===== config.mk =====
export PLATFORM = sky130hd
export DESIGN_NAME = mfault_unit
export DESIGN_NICKNAME = d
export VERILOG_FILES = /design/src/rtl/mfault_pkg.sv /design/src/rtl/mfault_capture.sv /design/src/rtl/mfault_irq_ctrl.sv /design/src/rtl/mfault_regs.sv /design/src/rtl/mfault_unit.sv
export SDC_FILE = /design/constraint.sdc
export NUM_CORES = 1
export LEC_CHECK = 0
export ABC_AREA = 1
export BUFFER_PORTS_ARGS = -buffer_cell sky130_fd_sc_hd__buf_4
export CORE_ASPECT_RATIO = 1.2
export CORE_MARGIN = 2
export CORE_UTILIZATION = 35
export DETAILED_ROUTE_END_ITERATION = 12
export PLACE_DENSITY_LB_ADDON = 0.1
export REMOVE_ABC_BUFFERS = 1
export SKIP_LAST_GASP = 1
export SLEW_MARGIN = 20
export SYNTH_ARGS = -nofsm -noshare
export SYNTH_HDL_FRONTEND = slang
export SYNTH_SLANG_ARGS = --single-unit

===== constraint.sdc =====
create_clock -name clk -period 2.9 [get_ports clk]
set_clock_uncertainty 0.15 [all_clocks]
set_input_delay 0.29 -clock clk [delete_from_list [all_inputs] [get_ports clk]]
set_output_delay 0.29 -clock clk [all_outputs]
set_load 0.005 [all_outputs]

===== src/rtl/mfault_pkg.sv =====
package mfault_pkg;
  localparam int NSRC     = 3;
  localparam int SRC_DEC  = 0;
  localparam int SRC_PAGE = 1;
  localparam int SRC_SEC  = 2;

  localparam int OFS_PEND  = 'h00;
  localparam int OFS_MASK  = 'h04;
  localparam int OFS_CAP   = 'h10;
  localparam int CAP_STEP  = 8;

  function automatic int id_lsb(input int s);
    return (s == SRC_PAGE) ? 1 : 0;
  endfunction

  function automatic int dir_pos(input int s);
    return (s == SRC_PAGE) ? 0 : 31;
  endfunction

  function automatic bit kind_used(input int s);
    return (s == SRC_SEC);
  endfunction
endpackage


===== src/rtl/mfault_capture.sv =====
module mfault_capture #(
  parameter int  IDW      = 6,
  parameter int  AW       = 32,
  parameter int  DW       = 32,
  parameter int  ID_LSB   = 0,
  parameter int  DIR_BIT  = 31,
  parameter int  KIND_BIT = 30,
  parameter bit  KIND_EN  = 1'b0
) (
  input  logic           clk,
  input  logic           rst_n,
  input  logic           cap_en,
  input  logic [IDW-1:0] id,
  input  logic           wr,
  input  logic           kind,
  input  logic [AW-1:0]  addr,
  output logic [DW-1:0]  stat_word,
  output logic [DW-1:0]  addr_word
);
  logic [IDW-1:0] id_q, id_d;
  logic           wr_q, wr_d;
  logic           kind_q, kind_d;
  logic [AW-1:0]  addr_q, addr_d;

  always_comb begin
    id_d   = id_q;
    wr_d   = wr_q;
    kind_d = kind_q;
    addr_d = addr_q;
    if (cap_en) begin
      id_d   = id;
      wr_d   = wr;
      kind_d = kind & KIND_EN;
      addr_d = addr;
    end
  end

  always_ff @(posedge clk or negedge rst_n) begin
    if (!rst_n) begin
      id_q   <= '0;
      wr_q   <= 1'b0;
      kind_q <= 1'b0;
      addr_q <= '0;
    end else begin
      id_q   <= id_d;
      wr_q   <= wr_d;
      kind_q <= kind_d;
      addr_q <= addr_d;
    end
  end

  always_comb begin
    stat_word = '0;
    stat_word[ID_LSB +: IDW] = id_q;
    stat_word[DIR_BIT]  = wr_q;
    stat_word[KIND_BIT] = stat_word[KIND_BIT] | kind_q;
    addr_word = '0;
    addr_word[AW-1:0] = addr_q;
  end
endmodule


===== src/rtl/mfault_irq_ctrl.sv =====
module mfault_irq_ctrl #(
  parameter int NSRC = 3
) (
  input  logic            clk,
  input  logic            rst_n,
  input  logic [NSRC-1:0] flt_vld,
  input  logic [NSRC-1:0] clr_req,
  input  logic            mask_we,
  input  logic [NSRC-1:0] mask_wdata,
  output logic [NSRC-1:0] cap_en,
  output logic [NSRC-1:0] pend_q,
  output logic [NSRC-1:0] mask_q,
  output logic            irq
);
  logic [NSRC-1:0] pend_d, mask_d;
  logic            irq_d;

  always_comb begin
    cap_en = flt_vld & (~pend_q | clr_req);
    pend_d = (pend_q & ~clr_req) | flt_vld;
    mask_d = mask_we ? mask_wdata : mask_q;
    irq_d  = |(pend_q & mask_q);
  end

  always_ff @(posedge clk or negedge rst_n) begin
    if (!rst_n) begin
      pend_q <= '0;
      mask_q <= '0;
      irq    <= 1'b0;
    end else begin
      pend_q <= pend_d;
      mask_q <= mask_d;
      irq    <= irq_d;
    end
  end
endmodule


===== src/rtl/mfault_regs.sv =====
module mfault_regs #(
  parameter int NSRC = 3,
  parameter int DW   = 32,
  parameter int RAW  = 8
) (
  input  logic             reg_wr,
  input  logic [RAW-1:0]   reg_addr,
  input  logic [DW-1:0]    reg_wdata,
  input  logic [NSRC-1:0]  pend_q,
  input  logic [NSRC-1:0]  mask_q,
  input  logic [NSRC*DW-1:0] stat_bus,
  input  logic [NSRC*DW-1:0] addr_bus,
  output logic [NSRC-1:0]  clr_req,
  output logic             mask_we,
  output logic [NSRC-1:0]  mask_wdata,
  output logic [DW-1:0]    reg_rdata
);
  import mfault_pkg::*;

  always_comb begin
    clr_req    = (reg_wr && reg_addr == RAW'(OFS_PEND)) ? reg_wdata[NSRC-1:0] : '0;
    mask_we    = reg_wr && reg_addr == RAW'(OFS_MASK);
    mask_wdata = reg_wdata[NSRC-1:0];
  end

  always_comb begin
    reg_rdata = '0;
    if (reg_addr == RAW'(OFS_PEND)) reg_rdata[NSRC-1:0] = pend_q;
    if (reg_addr == RAW'(OFS_MASK)) reg_rdata[NSRC-1:0] = mask_q;
    for (int s = 0; s < NSRC; s++) begin
      if (reg_addr == RAW'(OFS_CAP + s*CAP_STEP))     reg_rdata = stat_bus[s*DW +: DW];
      if (reg_addr == RAW'(OFS_CAP + s*CAP_STEP + 4)) reg_rdata = addr_bus[s*DW +: DW];
    end
  end
endmodule


===== src/rtl/mfault_unit.sv =====
module mfault_unit #(
  parameter int IDW = 6,
  parameter int AW  = 32,
  parameter int DW  = 32,
  parameter int RAW = 8
) (
  input  logic                 clk,
  input  logic                 rst_n,
  input  logic [2:0]           flt_vld,
  input  logic [2:0]           flt_wr,
  input  logic [2:0]           flt_kind,
  input  logic [3*IDW-1:0]     flt_id,
  input  logic [3*AW-1:0]      flt_addr,
  input  logic                 reg_wr,
  input  logic [RAW-1:0]       reg_addr,
  input  logic [DW-1:0]        reg_wdata,
  output logic [DW-1:0]        reg_rdata,
  output logic                 irq
);
  import mfault_pkg::*;

  logic [NSRC-1:0]    cap_en, pend_q, mask_q, clr_req, mask_wdata;
  logic               mask_we;
  logic [NSRC*DW-1:0] stat_bus, addr_bus;

  mfault_irq_ctrl #(.NSRC(NSRC)) u_irq (
    .clk(clk), .rst_n(rst_n), .flt_vld(flt_vld), .clr_req(clr_req),
    .mask_we(mask_we), .mask_wdata(mask_wdata), .cap_en(cap_en),
    .pend_q(pend_q), .mask_q(mask_q), .irq(irq)
  );

  for (genvar s = 0; s < NSRC; s++) begin : g_src
    mfault_capture #(
      .IDW(IDW), .AW(AW), .DW(DW),
      .ID_LSB(id_lsb(s)), .DIR_BIT(dir_pos(s)), .KIND_BIT(30),
      .KIND_EN(kind_used(s))
    ) u_cap (
      .clk(clk), .rst_n(rst_n), .cap_en(cap_en[s]),
      .id(flt_id[s*IDW +: IDW]), .wr(flt_wr[s]), .kind(flt_kind[s]),
      .addr(flt_addr[s*AW +: AW]),
      .stat_word(stat_bus[s*DW +: DW]), .addr_word(addr_bus[s*DW +: DW])
    );
  end

  mfault_regs #(.NSRC(NSRC), .DW(DW), .RAW(RAW)) u_regs (
    .reg_wr(reg_wr), .reg_addr(reg_addr), .reg_wdata(reg_wdata),
    .pend_q(pend_q), .mask_q(mask_q), .stat_bus(stat_bus), .addr_bus(addr_bus),
    .clr_req(clr_req), .mask_we(mask_we), .mask_wdata(mask_wdata),
    .reg_rdata(reg_rdata)
  );
endmodule


==> metrics.cfg <==
[drt]
ant_nets=0
avgRoutedWirePerCell_um=15.4
first_pass_iters=4
remaining_drc_errors=0
vias=6077
avgViaCountPerCell=4.71
drtIter0Drc=264
routed_wl_um=19800

[power_and_ir_drop]
vdd_drop_max_uv=390
powerDensity_mw_per_mm2=509
p_int_mw=3.57
power.total_mw=4.67
clock_power_share_pct=43.9
pwr-share-seq_pct=44.0
switching_share_pct=23.6
p_leak_nw=4.82
p_comb_share_pct=12.2
power.switching_mw=1.11

[place]
dp.cells=1138
pre_cts_slack_ns=0.489
dpl.hpwl_um=12100
place.gp.congestion=0.753
portBuffers=167

[critical_path]
reg2reg_depth=5
ff2ff_setup_slack_ns=1.29
crit_slowest_cell=nand2_1
r2r_end=g_src[0].u_cap.addr_word[0]$_DFFE_PN0P_
cp.depth=10
cp_num_buf_inv=3
crit_chain=buf_4 > inv_1 > nand2_1 > nor2_1 > nand2_1 > nor2_1 > a21oi_1 > nand2_1 > nand3_1 > buf_4
end_kind=output pin
worstSetupEndpoint=reg_rdata[2]
cpMostUsedCell=nand2_1
crit_required_ns=2.46
critPathLaunchType=input port
crit_start=reg_addr[5]
worstPathArrival_ns=1.95
crit_path_max_fanout=12
r2r_start=u_irq.pend_q[0]$_DFF_PN0_
cp_top_family=simple AND/OR/NAND/NOR gates
crit_type=input port to output pin
slowest_delay_ns=0.39

[clock_tree]
numCtsBuffers=17
cts.reportedPaths.clkPinSlew_ns=0.05
cts-resized-gates=0
clockBufferDepth=2
post_cts_buffers=0
worstSkewPairLatency_ns=0.40
clock-sinks=125
cts_tree=done
htree_levels=4
cts-root-buf=clkbuf_16

[timing]
tightest_slew_ns=0.831
fin_crit_sh_pct=82.4
setup_viol=0
slew_headroom_pct=44.4
setup_tns_ns=0
worst_hold_slack_ns=0.0660
rsz0062_at_grt=false
fmax_mhz=418
drv_slew=0
hold_viol=0
period_minus_slack_ns=2.39
fin_ws_ns=0.509

[cells_and_area]
final_cells=1289
nNetsFinal=1226
drive_gt1_share_pct=20.6
syn_to_final_growth_pct=53.8
regArea_sq_mm=0.00313
num-fill-cells=1672
multi_input_area_sq_mm=0.00253

[global_routing]
grt_pass1_wl_um=31700
grtUsageTotal_pct=22.9
grt_pass1_vias=6170
grt_start_max_net_pins=68
antenna_found_initial=1
grt_remaining_overflow=0

[logic_synthesis]
netlist_area_sq_mm=0.00596
yosysWarnings=0
synth_cell_types=19
synth.avg_cell_area_sq_um=7.55
seq_area_frac_synth_pct=52.5
netlist_instances=790
ys_ff_latch=125

[floorplanning]
die_area_sq_mm=0.0181
start_util_pct=35.5
die_w_um=123
core_sq_mm=0.0168
fp.dieH_um=147
row_count=52
num_io_pins=199

[outcome]
status=completed

[run]
maxCapViolCount=0

[worst_hold_path]
worst_hold_path_type=input port to register

-- worst min path at each step --
stage | cells past startpoint | startpoint | end
after CTS | 3 | reg_wdata[0] | u_irq.mask_q[0]$_DFFE_PN0P_
after global routing | 3 | reg_wdata[0] | u_irq.mask_q[0]$_DFFE_PN0P_
after floorplan | 0 | rst_n | g_src[0].u_cap.addr_word[0]$_DFFE_PN0P_
final | 3 | reg_wdata[0] | u_irq.mask_q[0]$_DFFE_PN0P_
after detailed placement | 1 | rst_n | g_src[0].u_cap.id_q[4]$_DFFE_PN0P_
after global placement | 1 | rst_n | g_src[1].u_cap.id_q[3]$_DFFE_PN0P_
-- repair_timing --
action	in CTS	in global routing
hold buffers	119	0
setup endpoints to repair	0	0
hold endpoints to repair	182	0
-- state kept, by name, summed over array words and instances (netlist names) --
name	count
g_src.u_cap.id_q	18
u_irq.irq	1
g_src.u_cap.addr_word	96
g_src.u_cap.wr_q	3
g_src.u_cap.kind_q	1
u_irq.pend_q	3
u_irq.mask_q	3
-- area by class of cell --
| type | count | area share, % |
|---|---|---|
| clock buffers | 25 | 5.18 |
| diodes | 1 | 0.0273 |
| flip-flops and latches | 125 | 34.1 |
| well taps | 216 | 2.95 |
| clock inverters | 6 | 0.941 |
| repair buffers | 302 | 28.1 |
| inverters | 27 | 1.10 |
| multi-input cells | 587 | 27.6 |
-- synthesized netlist by cell type --
| library cell | n | area [sq um] |
|---|---|---|
| o21ai_0 | 3 | 15.0 |
| clkbuf_1 | 30 | 113 |
| nor3_1 | 1 | 5.00 |
| a21oi_1 | 7 | 35.0 |
| nor2_1 | 20 | 75.1 |
| buf_6 | 3 | 33.8 |
| nor4_2 | 1 | 12.5 |
| o21ai_2 | 1 | 8.76 |
| inv_1 | 27 | 101 |
| nand2_4 | 1 | 11.3 |
| nand4_1 | 3 | 18.8 |
| dfrtp_1 | 125 | 3130 |
| nand2_1 | 381 | 1430 |
| nand3_1 | 163 | 816 |
| buf_2 | 17 | 85.1 |
| o21ai_4 | 2 | 32.5 |
| nand2_2 | 2 | 12.5 |
| nor2_4 | 2 | 22.5 |
| buf_4 | 1 | 7.51 |
-- power groups by stage --
stage	sequential, mW	clock [mW]	combinational (mW)
after floorplan	2.06	0	0.172
after global placement	2.08	0	0.436
after detailed placement	2.08	0	0.446
after CTS	2.06	2.09	0.575
after global routing	2.08	2.16	0.647
final	2.06	2.05	0.568
-- worst min-delay path, delay by kind of cell --
kind	cells	cell delay [ns]
AO/OA/AOI/OAI	1	0.15
buffers and inverters	2	0.14
-- cells in the final DEF, fill, tap and decap left out --
cell type and n:
clkinv_2 2, nor3_2 1, clkbuf_16 17, buf_12 1
clkbuf_8 2, a21oi_1 7, o21ai_4 3, clkinvlp_4 1
dfrtp_1 125, nor4_4 1, diode_2 1, nand2_1 379
clkinv_4 1, nand2_2 4, o21ai_0 3, bufinv_16 2
nand2_4 1, nor2_1 19, dlygate4sd3_1 119, nand4_1 3
buf_4 181, nor2_4 3, buf_6 1, inv_1 27
nand3_1 163, clkbuf_1 6
-- per-stage QoR --
stage	cell area, sq um	utilization [%]
floorplan	5720	-
global placement	7420	44.2
detailed placement	7420	44.2
CTS	9170	54.6
global route	9170	54.7
finish	9170	54.7
-- metal layers --
layer	share of wire (%)	track usage, %	vias up	wire [um]
met5	0	0	-	0
li1	-	-	3050	-
met1	43	29.8	2850	8610
met2	50	37.6	165	9930
met3	5.4	5.78	12	1070
met4	1.2	6.65	0	233
-- cells by family (layout without fill, tap and decap cells) --
kind of cell	count (synthesis)	in the layout	synth area share [%]
flops	125	125	52.5
simple gates	574	574	40.3
buf+inv	78	360	5.71
other cells	0	1	0
compound gates	13	13	1.53
No activity file was read; power rests on OpenSTA's default activity.
